==> src/rtl/aptr_pkg.sv <==
package aptr_pkg;
   typedef enum logic [1:0] {
      STEP_HOLD     = 2'b00,
      STEP_UP       = 2'b01,
      STEP_DOWN     = 2'b10,
      STEP_HOLD_ALT = 2'b11
   } step_mode_e;

   localparam int unsigned RD_WORD_W = 32;
   localparam int unsigned RD_HALF_W = 16;
endpackage

==> src/rtl/aptr_trigger.sv <==
module aptr_trigger (
   input  logic instr_done,
   input  logic instr_mem_ref,
   input  logic dacc_end_pulse,
   input  logic dacc_persist_mem,
   output logic step_fire
);
   logic from_instr;
   logic from_data;

   always_comb begin
      from_instr = instr_done & instr_mem_ref;
      from_data  = dacc_end_pulse & dacc_persist_mem;
      // Either source asks for one step; coincident requests merge
      step_fire  = from_instr | from_data;
   end
endmodule

==> src/rtl/aptr_arith.sv <==
module aptr_arith
   import aptr_pkg::*;
#(
   parameter int unsigned AW           = 12,
   parameter bit          SHARED_ADDER = 1'b1
) (
   input  logic [AW-1:0] cur,
   input  logic [1:0]    mode,
   output logic [AW-1:0] nxt
);
   step_mode_e m;
   assign m = step_mode_e'(mode);

   generate
      if (SHARED_ADDER) begin : g_shared
         // One adder; the operand is +1, all-ones (-1) or zero
         logic [AW-1:0] delta;
         always_comb begin
            unique case (m)
               STEP_UP:   delta = AW'(1);
               STEP_DOWN: delta = {AW{1'b1}};
               default:   delta = '0;
            endcase
            nxt = cur + delta;
         end
      end else begin : g_split
         // Separate incrementer and decrementer followed by a mux
         logic [AW-1:0] up_v;
         logic [AW-1:0] dn_v;
         always_comb begin
            up_v = cur + AW'(1);
            dn_v = cur - AW'(1);
            unique case (m)
               STEP_UP:   nxt = up_v;
               STEP_DOWN: nxt = dn_v;
               default:   nxt = cur;
            endcase
         end
      end
   endgenerate
endmodule

==> src/rtl/aptr_bank.sv <==
module aptr_bank #(
   parameter int unsigned AW    = 12,
   parameter int unsigned BANKS = 2,
   parameter int unsigned SELW  = 1
) (
   input  logic            clk,
   input  logic            rst_n,
   input  logic            wr_en,
   input  logic [SELW-1:0] sel,
   input  logic [AW-1:0]   wr_data,
   output logic [AW-1:0]   rd_data
);
   logic [AW-1:0] copy_q [BANKS];

   generate
      for (genvar i = 0; i < BANKS; i++) begin : g_copy
         always_ff @(posedge clk or negedge rst_n) begin
            if (!rst_n) begin
               copy_q[i] <= '0;
            end else if (wr_en && (sel == SELW'(i))) begin
               copy_q[i] <= wr_data;
            end
         end
      end
   endgenerate

   always_comb begin
      rd_data = '0;
      for (int k = 0; k < BANKS; k++) begin
         if (sel == SELW'(k)) rd_data = copy_q[k];
      end
   end
endmodule

==> src/rtl/addr_ptr_unit.sv <==
module addr_ptr_unit
   import aptr_pkg::*;
#(
   parameter int unsigned AW           = 12,
   parameter int unsigned BANKS        = 2,
   parameter bit          SHARED_ADDER = 1'b1,
   localparam int unsigned SELW        = (BANKS > 1) ? $clog2(BANKS) : 1
) (
   input  logic                 clk,
   input  logic                 rst_n,
   input  logic                 load_en,
   input  logic [AW-1:0]        load_addr,
   input  logic                 instr_done,
   input  logic                 instr_mem_ref,
   input  logic                 dacc_end_pulse,
   input  logic                 dacc_persist_mem,
   input  logic [1:0]           step_mode,
   input  logic [SELW-1:0]      bank_sel,
   input  logic [RD_HALF_W-1:0] status_hi,
   output logic [AW-1:0]        addr_out,
   output logic [RD_WORD_W-1:0] rd_word
);
   initial begin
      if (AW < 1 || AW > RD_HALF_W)
         $error("addr_ptr_unit: AW must be within 1..%0d", RD_HALF_W);
      if (BANKS < 2)
         $error("addr_ptr_unit: at least two pointer copies are required");
   end

   logic          step_fire;
   logic [AW-1:0] cur_addr;
   logic [AW-1:0] stepped;
   logic [AW-1:0] next_addr;
   logic          wr_en;

   aptr_trigger u_trig (
      .instr_done      (instr_done),
      .instr_mem_ref   (instr_mem_ref),
      .dacc_end_pulse  (dacc_end_pulse),
      .dacc_persist_mem(dacc_persist_mem),
      .step_fire       (step_fire)
   );

   aptr_arith #(.AW(AW), .SHARED_ADDER(SHARED_ADDER)) u_arith (
      .cur (cur_addr),
      .mode(step_mode),
      .nxt (stepped)
   );

   // A load overrides any step requested in the same cycle
   always_comb begin
      wr_en     = load_en | step_fire;
      next_addr = load_en ? load_addr : stepped;
   end

   aptr_bank #(.AW(AW), .BANKS(BANKS), .SELW(SELW)) u_bank (
      .clk    (clk),
      .rst_n  (rst_n),
      .wr_en  (wr_en),
      .sel    (bank_sel),
      .wr_data(next_addr),
      .rd_data(cur_addr)
   );

   always_comb begin
      addr_out = cur_addr;
      rd_word  = {status_hi, {(RD_HALF_W - AW){1'b0}}, cur_addr};
   end
endmodule


==> config.mk <==
export PLATFORM = sky130hd
export DESIGN_NAME = addr_ptr_unit
export DESIGN_NICKNAME = d
export VERILOG_FILES = /design/src/rtl/aptr_pkg.sv /design/src/rtl/aptr_trigger.sv /design/src/rtl/aptr_arith.sv /design/src/rtl/aptr_bank.sv /design/src/rtl/addr_ptr_unit.sv
export SDC_FILE = /design/constraint.sdc
export NUM_CORES = 1
export LEC_CHECK = 0
export ABC_AREA = 1
export BUFFER_PORTS_ARGS = -buffer_cell sky130_fd_sc_hd__buf_2
export CORE_UTILIZATION = 50
export DETAILED_ROUTE_END_ITERATION = 6
export PLACE_DENSITY = 0.81
export SKIP_CTS_REPAIR_TIMING = 1
export SYNTH_ARGS = -nofsm -noshare
export SYNTH_HDL_FRONTEND = slang
export SYNTH_SLANG_ARGS = --single-unit
==> constraint.sdc <==
create_clock -name clk -period 4.4 [get_ports clk]
set_input_delay 0.88 -clock clk [delete_from_list [all_inputs] [get_ports clk]]
set_output_delay 0.88 -clock clk [all_outputs]
set_load 0.01 [all_outputs]
* Yosys cells after proc, flatten, opt, wreduce, memory -nomap -nowiden
Index checks and enable logic that the tools add are counted.
** Operators by class
- Add/sub/neg operators :: 1
- Multiplexer cells :: 3
- Bitwise logic cells :: 5
- Eq/ne operators :: 2
- Reductions and logical operators :: 2
** Operators by type and width (count)
- $mux 12 :: 2
- $pmux 12 s2 :: 1
- $add 12x12->12 :: 1
- $and 1x1->1 :: 2
- $eq 2x1->1 const B :: 1
- $eq 2x2->1 const B :: 1
- $logic_and 1x1->1 :: 2
- $or 1x1->1 :: 2
- $not 1->1 :: 1
** Word-level totals
- Bits in registers :: 24
- Bits of input ports :: 38

* Longest topological paths before layout
Gate-level depths: netlist (run 1).
- Depth after elaboration :: 4
- Gate-level depth with buffers :: 17
- Depth with buffers taken out :: 16

* Modules after synthesis
Synthesis (run 1) repeated with hierarchy kept, for this count alone.
** Unflattened totals
- Cells, all modules :: 374
- Area total of the unflattened synthesis :: 2357.3 µm²
** Modules (own cells, without submodules)
- aptr_bank :: area an instance 1191.1 µm², cells each 145, instances 1, seq. area each 600.6 µm²
- aptr_arith :: area an instance 747.0 µm², cells each 153, instances 1, seq. area each 0.0 µm²
- addr_ptr_unit :: area an instance 407.9 µm², cells each 73, instances 1, seq. area each 0.0 µm²
- aptr_trigger :: area an instance 11.3 µm², cells each 3, instances 1, seq. area each 0.0 µm²

* Worst setup path after synthesis (run 1)
No wires, ideal clock.
- Kind :: input to register
- Start :: input bank_sel
- End :: register u_bank.copy_q[18] in the netlist's numbering
- Stages :: 17
- Slack :: 1.597 ns
- Arrival :: 2.687 ns
- Buffers on the path :: 2
- Path through :: buf_6 -> clkbuf_1 -> nand2_1 -> nand2_1 -> ha_1 -> inv_1 -> fa_1 -> inv_1 -> nand3_1 -> nand3_2 -> nand2_1 -> nand2_1 -> nand2_1 -> nand2_1 -> o21ai_2 -> nand2_1 -> nand2_1
** On the way
- Cells in the longest elaborated chain, start to end :: 3
** Ends and longest elaborated chain
- from (decl) :: line addr_ptr_unit.sv:18 : input logic [SELW-1:0] bank_sel,
- $mux 12 :: line aptr_bank.sv:30 : if (sel == SELW'(k)) rd_data = copy_q[k];
- via addr_out[0] :: line addr_ptr_unit.sv:20 : output logic [AW-1:0] addr_out,
- $add 12x12->12 :: line aptr_arith.sv:24 : nxt = cur + delta;
- $mux 12 :: line addr_ptr_unit.sv:53 : next_addr = load_en ? load_addr : stepped;
- to (signal, indexed assignment) :: line aptr_bank.sv:21 : copy_q[i] <= wr_data;
- to (decl) :: line aptr_bank.sv:13 : logic [AW-1:0] copy_q [BANKS];
The timed path passes the listed nets, and every way through them passes these cells.
A chain may end at the register's enable or synchronous reset.

* Worst setup path in the final report (run 1)
- Start :: input bank_sel
- End :: register u_bank.copy_q[8] in the netlist's numbering
** On the way
- Cells in the longest elaborated chain, start to end :: 3
** Ends and longest elaborated chain (line)
- $mux 12 :: aptr_bank.sv:30
- $add 12x12->12 :: aptr_arith.sv:24
- $mux 12 :: addr_ptr_unit.sv:53
Parallel ways exist; a longest one is shown, timed or not.

==> Implementation_results.wiki, run 1 <==
{| class="wikitable"
! Metric !! Value
|-
| CTS Buf Count || 3
|-
| Cell leakage power || about 1.3 nW
|-
| Number of distinct library cell variants in the gate-level netlist after synthesis || 28
|-
| Area of the multi-input gates || between 1000 and 1500 sq um
|-
| Initial DRC count || 140
|-
| Critical path capture point type || register
|-
| Number of synthesized flops with an enable pin || 0
|-
| H-tree depth || 1
|-
| Area of the mapped netlist || 2160 sq um
|-
| Worst Tran Pin Value || approximately 0.55 ns
|-
| Clock root buffer || clkbuf_8
|-
| Max Cap Violations || 0
|-
| Count of warnings emitted by yosys || 0
|-
| Crit-path slowest cell || fa_1
|-
| Worst IR Drop VDD || between 150 and 200 uV
|-
| Finish-stage setup viols || 0
|-
| Cell-internal power || roughly 0.48 mW
|-
| Fin crit period || between 2 and 3 ns
|-
| Slew margin rel. || between 60% and 70%
|-
| Achievable frequency || 373 MHz
|-
| Startpoint of the worst hold path || u_bank.copy_q[3]
|-
| Core ar. || just over 4000 sq um
|-
| Flip-flop cell with the highest count after synthesis || dfrtp_1
|-
| Cells after Synth || 320
|-
| Maximum clock skew at final layout || approximately 0.0016 ns
|-
| Post-DP HPWL || about 3.7 mm
|-
| Tightest hold margin || 0.486 ns
|-
| Die Height || around 68 um
|-
| Total length of routed wires || around 5 mm
|-
| Clock latency on the worst-skew pair || 0.27 ns
|-
| Synth async-reset ratio || 100%
|-
| Global routing usage summed across all routing layers || about a quarter
|-
| Sequential cell area fraction in the yosys report || 27.8%
|-
| Die X || 67.7 um
|-
| Largest fanout of any net on the critical path || 17
|-
| Hold/Removal Path Class || reg2reg
|-
| Delay of the slowest cell on the worst path || between 0.3 and 0.4 ns
|-
| Final Hold Violating Endpoints || 0
|-
| Count of final max-slew check failures || 0
|-
| Yosys top cell by area || dfrtp_1
|-
| Antenna violations before repair || 0
|-
| Pin count of the biggest net entering global routing || 25
|-
| Top cells by area, synth || dfrtp_1 28%, nand2_1 21%, buf_4 12%
|-
| Reg2Reg Launch Point || u_bank.copy_q[0]
|-
| Via count || 1970
|-
| Count of buffers inserted at the top-level ports || between 40 and 50
|-
| Run status || finished clean
|-
| Sort of element at the start of the critical path || primary input
|-
| Remaining design rule violation count || 0
|-
| Sequential power share || between 30% and 40%
|-
| Part of the power in combinational logic || 46.2%
|-
| Antenna Diode Count || 0
|-
| Number of flip-flops in the largest register || 24
|-
| Switching Fraction || between 40% and 50%
|-
| Power density over the cells || 367 nW/um^2
|-
| Initial standard-cell utilization of the core || 53.2%
|-
| Number of clock sinks || 24
|-
| Area used by sequential logic in the layout || around 600 sq um
|-
| Largest registers || u_bank.copy_q x24
|-
| Most frequently used cell type in the post-synthesis netlist || nand2_1
|-
| Switching power total || approximately 0.34 mW
|-
| Growth of design area from synthesis to finish || 3.42%
|-
| Routability Congestion || about 0.93
|-
| Die area || ~4600 sq um
|-
| Clock-pin slew on the worst setup and hold paths || roughly 0.09 ns
|-
| Post-synth top area share || ~28%
|-
| Period utilization || about three fifths
|-
| Share of power burned in the clock network || approximately a fifth
|-
| Average cell area after synthesis || between 6 and 7 sq um
|-
| Number of fill cells || 380
|-
| Wire length per cell || 12.8 um
|-
| Global-route wire length before repair || a little over 8 mm
|-
| Boundary Pins || 82
|-
| Register bank with the most flops || u_bank.copy_q
|-
| CTS tree || built
|-
| Most frequent cells after synthesis || 123 x nand2_1, 34 x buf_4, 27 x inv_1
|-
| Proportion of layout cells with a drive suffix above 1 || a little under a quarter
|-
| Router iterations before antenna repair || 5
|-
| Maximum clock insertion buffer count || 2
|-
| Cell Rows || 23
|-
| Type of the worst setup path || in2reg
|-
| Vias per cell || roughly 5
|-
| RSZ-0062 raised after global routing || false
|-
| Accumulated negative setup slack || 0 ns
|-
| Overall power of the completed layout || ~0.82 mW
|-
| Library cell appearing most often on the critical path || nand2_1
|-
| Critical Path Start || bank_sel
|-
| Congestion Overflow GR || 0
|-
| Critical Path RT || ~4.6 ns
|-
| Number of storage elements in the synthesis netlist || 24
|-
| Remaining antenna violation count after routing || 0
|-
| Crit path cell chain || buf_2 > inv_6 > nand2_1 > nand2_1 > ha_1 > inv_1 > fa_1 > inv_1 > nand3_1 > nand3_2 > nand2_1 > a21o_1 > nand3_2 > nand3_1 > nand2_1
|-
| Arrival @ worst endpoint || 2.89 ns
|-
| Via count of the first global-routing pass || 1843
|-
| NumNets Final || approximately 390
|}
metal layers:
metal  GRT usage, %  vias to the layer above  part of all wire [%]
li1               -                      994                     -
met1           31.8                      892                    45
met2           40.0                       75                    47
met3           3.21                        9                   6.4
met4           6.91                        0                   1.2
met5              0                        -                     0
stage by stage:
stage / cells / cell area (sq um) / util, % / worst slack (ns)
floorplan: 323 / 2170 / - / 1.60
finish: 384 / 2230 / 55.0 / 1.72
global route: 384 / 2230 / 55.0 / 1.54
detailed placement: 380 / 2180 / 53.6 / 1.43
global placement: 380 / 2180 / 53.6 / 1.50
CTS: 384 / 2230 / 55.0 / 1.72
power groups by stage:
stage	Combinational, mW	Sequential (mW)	Clock [mW]
3_5_place_dp	0.374	0.292	0
3_3_place_gp	0.367	0.291	0
4_1_cts	0.377	0.287	0.154
5_1_grt	0.428	0.294	0.163
2_1_floorplan	0.315	0.287	0
6_report	0.379	0.288	0.153
final cells by class:
class,instances,area share (%)
clock buffers,4,2.47
inverters,33,5.78
multi-input cells,228,51.9
flip-flops and latches,24,26.9
well taps,50,2.80
repair buffers,45,10.1
worst max-delay path: cells and delay by family:
kind,cells,cell delay [ns]
adders and majority gates,2,0.59
buffers and inverters,4,0.57
AOI/OAI and AO/OA,1,0.19
and+or+nand+nor,8,0.66
cell usage in the layout (no fill, tap or decap), types with 7 or more instances in the layout:
cell     instances
nand2_1        123
buf_2           45
inv_1           27
dfrtp_1         24
nand3_1         19
nor2_1          14
ha_1            12
nand2_2         11
nand3_2          7
kinds of logic after synthesis:
group	synth area share (%)
AOI/OAI and AO/OA	6.38
xor gates and xnor gates	0.812
adders and majority gates	7.89
buffers and inverters	19.0
DFF	27.8
other	0.174
and+or+nand+nor	37.9
path summary, 6_finish.rpt:
check	endpoint	slack, ns	cells past startpoint
worst min register to register	u_bank.copy_q[3]	0.49	2
min in group asynchronous	u_bank.copy_q[12]	0.59	1
max in group asynchronous	u_bank.copy_q[8]	3.45	1
worst max-delay path	u_bank.copy_q[8]	1.72	15
worst max register to register	u_bank.copy_q[8]	2.35	13
worst min-delay path	u_bank.copy_q[3]	0.49	2
No activity file was read; power rests on OpenSTA's default activity.
==> run 2: changes to the inputs <==
- CORE_UTILIZATION: 50 -> 45
- PLACE_DENSITY: 0.81 -> 0.77
- clock period: 4.4 -> 2.2 ns (I/O delays scaled with it)
==> run 2 against run 1 <==
The run now ends with design-rule violations left. Setup slack worse by 1.5 ns. Core utilization down 0.48 points. Global-route usage down 2.9 points. Clock power up 110%. Routed wire length up 0.59%. Total power up 110%. Clock-buffer cell count unchanged. Sequential share of layout area down 2.3 points. Die area up 11%. Non-clock buffer count up 25. Critical path depth up 1. Critical endpoint is now u_bank.copy_q[6]. Highest routed layer unchanged.
==> Implementation_results.wiki, run 2 (synthesis gave the netlist of run 1 again) <==
{| class="wikitable"
! Metric !! Value
|-
| Finished Core Util || 54.5% (-0.48 points)
|-
| Finish-stage setup viols || 0 (unchanged)
|-
| Growth of design area from synthesis to finish || 13.1%
|-
| Largest registers || u_bank.copy_q x24
|-
| Delay of the slowest cell on the worst path || 0.35 ns (about the same)
|-
| Commonest non-fill, non-tap cell in the layout || nand2_1
|-
| Total length of routed wires || 4.96 mm (+0.59%)
|-
| Most used cells in the layout excluding fill and tap cells || 122 x nand2_1, 45 x buf_2, 27 x inv_1, 24 x buf_4, 24 x dfrtp_1
|-
| Die Height || 71.2 um (+5.3%)
|-
| Type of the worst setup path || in2reg
|-
| Boundary Pins || 82 (unchanged)
|-
| Clock root buffer || clkbuf_8
|-
| Largest fanout of any net on the critical path || 3 (-14)
|-
| Slew margin rel. || 63.4% (+0.26 points)
|-
| NumNets Final || 411 (+6.5%)
|-
| Count of final max-slew check failures || 0 (unchanged)
|-
| Number of clock sinks || 24 (unchanged)
|-
| Die area || 5070 sq um (+11%)
|-
| Routability Congestion || 0.891 (-4.7%)
|-
| Maximum clock insertion buffer count || 2 (unchanged)
|-
| Clock latency on the worst-skew pair || 0.27 ns (about the same)
|-
| Maximum clock skew at final layout || 0.00160 ns (-0.0000430 ns)
|-
| Critical path capture point type || register
|-
| Reg2Reg Launch Point || u_bank.copy_q[13]
|-
| Arrival @ worst endpoint || 2.22 ns (-0.67 ns)
|-
| Count of placed standard cells including taps || 407 (+7.1%)
|-
| Destination of the worst register-to-register timing path || u_bank.copy_q[7]
|-
| Congestion Overflow GR || 0 (unchanged)
|-
| CTS Buf Count || 3 (unchanged)
|-
| CTS tree || built
|-
| Antenna violations before repair || 0 (unchanged)
|-
| Post-Place Worst Slack || -0.0494 ns (-1.48 ns)
|-
| Count of buffers inserted at the top-level ports || 45 (unchanged)
|-
| Register bank with the most flops || u_bank.copy_q
|-
| Clock-pin slew on the worst setup and hold paths || 0.09 ns (about the same)
|-
| Pin count of the biggest net entering global routing || 25 (unchanged)
|-
| Remaining antenna violation count after routing || 0 (unchanged)
|-
| Crit-path slowest cell || fa_1
|-
| Worst Tran Pin Value || 0.549 ns (-0.00389 ns)
|-
| Global routing usage summed across all routing layers || 21.1% (-2.9 points)
|-
| Cell family with most CP delay || adder cells
|-
| Core ar. || 4470 sq um (+10%)
|-
| Via count of the first global-routing pass || 1938 (+5.2%)
|-
| Vias per cell || 4.93 (-3.9%)
|-
| Via count || 2026 (+2.8%)
|-
| Run status || complete, but fails checks
|-
| Critical Path RT || 2.42 ns (-2.20 ns)
|-
| Number of flip-flops in the largest register || 24 (unchanged)
|-
| Violations in the final reports || design-rule violations
|-
| Router iterations before antenna repair || 6 (+1)
|-
| Worst IR Drop VDD || 390 uV (+96%)
|-
| Fin crit period || ~2 ns
|-
| Die X || 71.2 um (+5.3%)
|-
| Post-DP HPWL || 3.84 mm (+2.7%)
|-
| Final Hold Violating Endpoints || 0 (unchanged)
|-
| Cell leakage power || 1.43 nW (+9.6%)
|-
| Remaining design rule violation count || 5 (+5)
|-
| RSZ-0062 raised after global routing || false
|-
| Max Cap Violations || 0 (unchanged)
|-
| Sort of element at the start of the critical path || primary input
|-
| Global-route wire length before repair || 8.48 mm (+3.1%)
|-
| Buffering stage count on the worst path with inverters included || 5 (+1)
|-
| Crit path cell chain || buf_2 > inv_1 > ha_1 > inv_1 > ha_2 > inv_1 > fa_1 > inv_1 > nand3_1 > nand3_2 > nand2_1 > nand2_1 > nor2_1 > o21ai_2 > nand2_1 > nand2_1
|-
| Initial DRC count || 130 (-7.1%)
|-
| Hold/Removal Path Class || in2async
|-
| Layout Cells excl Fill || 411 (+7.0%)
|-
| Antenna Diode Count || 0 (unchanged)
|-
| Proportion of layout cells with a drive suffix above 1 || 29.8% (+5.9 points)
|-
| Initial standard-cell utilization of the core || 48.2% (-5.0 points)
|-
| Power density over the cells || 721 nW/um^2 (+96%)
|-
| Worst-case register-to-register setup slack || 0.21 ns (-2.14 ns)
|-
| Worst path setup slack after routing || 0.194 ns (-1.53 ns)
|-
| Period utilization || 91.2%
|-
| Cell Rows || 24 (+4.3%)
|-
| Wire length per cell || 12.1 um (-6.0%)
|-
| Path depth of the worst reg2reg path || 12 (-1)
|-
| Achievable frequency || ~500 MHz
|-
| H-tree depth || 1 (unchanged)
|}
[run 2: worst max path at each step]
stage                     slack, ns                end         start  cells after the start
after floorplan                0.03  u_bank.copy_q[18]      bank_sel                     17
after global placement        -0.06   u_bank.copy_q[7]      bank_sel                     13
after detailed placement      -0.05   u_bank.copy_q[6]  step_mode[0]                     17
after CTS                      0.19   u_bank.copy_q[6]  step_mode[0]                     16
after global routing          0.004   u_bank.copy_q[6]      bank_sel                     17
final                          0.19   u_bank.copy_q[6]  step_mode[0]                     16
[run 2: cell type report]
class | instances | area [sq um]
well taps | 52 | 65.1
multi-input cells | 228 | 1160
repair buffers | 70 | 425
flip-flops and latches | 24 | 601
clock buffers | 4 | 55.1
inverters | 33 | 129
fillers | 429 | 2040
[run 2: worst reg2reg max path: cells and delay by family (launching register included)]
kind	cells	cell delay, ns
simple gates	8	0.62
flops	1	0.39
compound gates	2	0.50
buf+inv	1	0.11
fa+ha+maj	1	0.32
[run 2: metrics by stage]
stage / total power [mW] / hold slack, ns / cell area, sq um / setup TNS [ns]
after global placement: 1.42 / 0.452 / 2380 / -0.290
after CTS: 1.76 / 0.167 / 2440 / 0
after floorplan: 1.21 / 0.144 / 2180 / 0
final: 1.76 / 0.142 / 2440 / 0
after detailed placement: 1.44 / 0.462 / 2380 / -0.447
after global routing: 1.91 / 0.184 / 2440 / 0
[run 2: per-layer routing]
metal / wire [um] / track usage [%] / vias to the layer above
li1: - / - / 1048
met1: 2220 / 27.7 / 904
met2: 2390 / 36.3 / 65
met3: 284 / 1.83 / 9
met4: 62 / 7.56 / 0
met5: 0 / 0 / -
[run 2: report_power, final]
group | switching (mW) | total [mW] | internal [mW]
clock network | 0.154 | 0.314 | 0.160
registers | 0.0443 | 0.576 | 0.531
logic | 0.496 | 0.868 | 0.372
total | 0.695 | 1.76 | 1.06
==> run 3: changes to the inputs <==
- BUFFER_PORTS_ARGS: -buffer_cell sky130_fd_sc_hd__buf_2 -> -buffer_cell sky130_fd_sc_hd__clkbuf_2
==> run 3 against run 2 <==
The run still ends with design-rule violations left. Register-to-register slack barely moved. Core utilization grew 0.70 points. Sequential share of layout area shrank 0.31 points. Total power fell by 0.98%. Clock power fell by 12%. Non-clock buffer count up 6. Flip-flop and latch count did not move. Setup slack got worse by 0.040 ns. Worst hold slack improved by 0.031 ns. Critical path type unchanged. Critical endpoint is now u_bank.copy_q[23].
==> Implementation_results.wiki, run 3 (synthesis gave the netlist of run 1 again) <==
{| class="wikitable"
! Metric !! Value
|-
| Commonest non-fill, non-tap cell in the layout || nand2_1
|-
| Critical Path RT || 2.37 ns (-0.05 ns)
|-
| Sort of element at the start of the critical path || primary input
|-
| Library cell appearing most often on the critical path || nand2_1
|-
| Remaining design rule violation count || 5 (unchanged)
|-
| Global-route wire length before repair || 9.05 mm (+6.7%)
|-
| Initial standard-cell utilization of the core || 48.2% (unchanged)
|-
| Post-DP HPWL || 4.04 mm (+5.1%)
|-
| Global routing usage summed across all routing layers || 22.5% (+1.5 points)
|-
| Max Cap Violations || 0 (unchanged)
|-
| Count of buffers inserted at the top-level ports || 45 (unchanged)
|-
| Core ar. || 4470 sq um (unchanged)
|-
| Cell Rows || 24 (unchanged)
|-
| Number of flip-flops in the largest register || 24 (unchanged)
|-
| Area of the multi-input gates || 1160 sq um (unchanged)
|-
| Period utilization || 93.0% (+1.8 points)
|-
| Routability Congestion || 0.910 (+2.2%)
|-
| Grt peak-use layer || met2
|-
| Antenna violations before repair || 0 (unchanged)
|-
| Pin count of the biggest net entering global routing || 25 (unchanged)
|-
| Type of the worst setup path || in2reg
|-
| Die Height || 71.2 um (unchanged)
|-
| Clock latency on the worst-skew pair || 0.27 ns (about the same)
|-
| Fin crit period || 2.05 ns (+0.0398 ns)
|-
| Number of clock sinks || 24 (unchanged)
|-
| Most used cells in the layout excluding fill and tap cells || 122 x nand2_1, 45 x clkbuf_2, 30 x buf_4, 27 x inv_1, 24 x dfrtp_1
|-
| Finish-stage setup viols || 0 (unchanged)
|-
| Final Hold Violating Endpoints || 0 (unchanged)
|-
| Router iterations before antenna repair || 6 (unchanged)
|-
| Arrival @ worst endpoint || 2.22 ns (about the same)
|-
| CTS Buf Count || 3 (unchanged)
|-
| Via count of the first global-routing pass || 2092 (+7.9%)
|-
| Congestion Overflow GR || 0 (unchanged)
|-
| Slew margin rel. || 57.2% (-6.2 points)
|-
| Crit path cell chain || clkbuf_2 > clkinv_4 > buf_4 > nand2_1 > nand2_1 > ha_1 > nand2_1 > inv_1 > a21oi_1 > nand3_1 > nand2_1 > nand3_2 > nand3_1 > nand2_1
|-
| Vias per cell || 4.99 (+1.2%)
|-
| H-tree depth || 1 (unchanged)
|-
| Cell leakage power || 1.45 nW (+1.7%)
|-
| RSZ-0062 raised after global routing || false
|-
| Delay of the slowest cell on the worst path || 0.34 ns (about the same)
|-
| Die X || 71.2 um (unchanged)
|-
| Maximum clock insertion buffer count || 2 (unchanged)
|-
| Power density over the cells || 705 nW/um^2 (-2.2%)
|-
| Largest registers || u_bank.copy_q x24
|-
| Growth of design area from synthesis to finish || 14.5%
|-
| Area of all placed cells without fillers || 2470 sq um (+1.3%)
|-
| Wire length per cell || 12.5 um (+4.0%)
|-
| Violations in the final reports || design-rule violations
|-
| Die area || 5070 sq um (unchanged)
|-
| Met1 Resource Use GR || 27.5% (-0.24 points)
|-
| Total length of routed wires || 5.22 mm (+5.3%)
|-
| Clock-pin slew on the worst setup and hold paths || 0.09 ns (about the same)
|-
| Remaining antenna violation count after routing || 0 (unchanged)
|-
| Antenna Diode Count || 0 (unchanged)
|-
| Proportion of layout cells with a drive suffix above 1 || 30.8% (+0.96 points)
|-
| Worst Tran Pin Value || 0.641 ns (+0.0924 ns)
|-
| Crit-path slowest cell || ha_1
|-
| GR met2 Demand/Resource || 40.5% (+4.2 points)
|-
| Area used by sequential logic in the layout || 601 sq um (unchanged)
|-
| Worst IR Drop VDD || 355 uV (-8.8%)
|-
| Count of final max-slew check failures || 0 (unchanged)
|-
| Number of fill cells || 436 (+1.6%)
|-
| Tightest hold margin || 0.173 ns (+0.0309 ns)
|-
| Met3 usage in global routing || 2.53% (+0.70 points)
|-
| Maximum clock skew at final layout || 0.00326 ns (+0.00166 ns)
|-
| Critical path capture point type || register
|-
| Clock root buffer || clkbuf_8
|-
| Run status || complete, but fails checks
|-
| NumNets Final || 417 (+1.5%)
|-
| Boundary Pins || 82 (unchanged)
|-
| CTS tree || built
|-
| Largest fanout of any net on the critical path || 9 (+6)
|-
| Via count || 2075 (+2.4%)
|-
| Hold/Removal Path Class || in2async
|-
| Initial DRC count || 109 (-16%)
|-
| Placed cell area || 2430 sq um (+1.9%)
|-
| Register bank with the most flops || u_bank.copy_q
|-
| Achievable frequency || 489 MHz (-1.9%)
|}
run 3: layout make-up:
cell class	instances	share of cell area, %
Multi-Input combinational cell	228	47.1
Sequential cell	24	24.3
Inverter	33	5.22
Timing Repair Buffer	76	19.0
Clock buffer	3	1.67
Tap cell	52	2.63
run 3: final timing paths:
| check | cells past startpoint | end | slack [ns] | start |
|---|---|---|---|---|
| hold / removal | 1 | u_bank.copy_q[23] | 0.17 | rst_n |
| setup / recovery | 14 | u_bank.copy_q[23] | 0.15 | bank_sel |
| setup reg to reg | 12 | u_bank.copy_q[19] | 0.22 | u_bank.copy_q[13] |
| hold reg to reg | 2 | u_bank.copy_q[18] | 0.49 | u_bank.copy_q[18] |
| max in group asynchronous | 1 | u_bank.copy_q[10] | 1.62 | rst_n |
| min in group clk | 3 | u_bank.copy_q[12] | 0.42 | load_addr[0] |
run 3: through the flow:
stage | setup WS, ns | util (%) | total power [mW] | instances | TNS, ns
after floorplan | 0.0277 | - | 1.21 | 323 | 0
after global placement | -0.0541 | 54.3 | 1.45 | 413 | -0.235
after detailed placement | -0.123 | 54.3 | 1.47 | 413 | -0.940
after CTS | 0.138 | 55.2 | 1.74 | 416 | 0
after global routing | 0.00915 | 55.2 | 1.88 | 416 | 0
final | 0.155 | 55.2 | 1.74 | 416 | 0
run 3: where the power goes:
group          switching [mW]  internal [mW]  leakage, nW
Clock                   0.153          0.123       0.0216
Sequential             0.0469          0.532        0.290
Combinational           0.500          0.386         1.14
run 3: worst max-delay path, delay by kind of cell:
kind,cells,cell delay (ns)
adder cells (fa/ha/maj),1,0.34
buffers and inverters,4,0.57
AND/OR/NAND/NOR,8,0.64
AO/OA/AOI/OAI,1,0.24
run 3: routing by layer:
layer	routed length, um	part of all wire [%]	vias to the layer above
met5	0	0	-
met4	77	1.5	0
met3	288	5.5	9
met2	2610	50	58
met1	2240	43	953
li1	-	-	1055
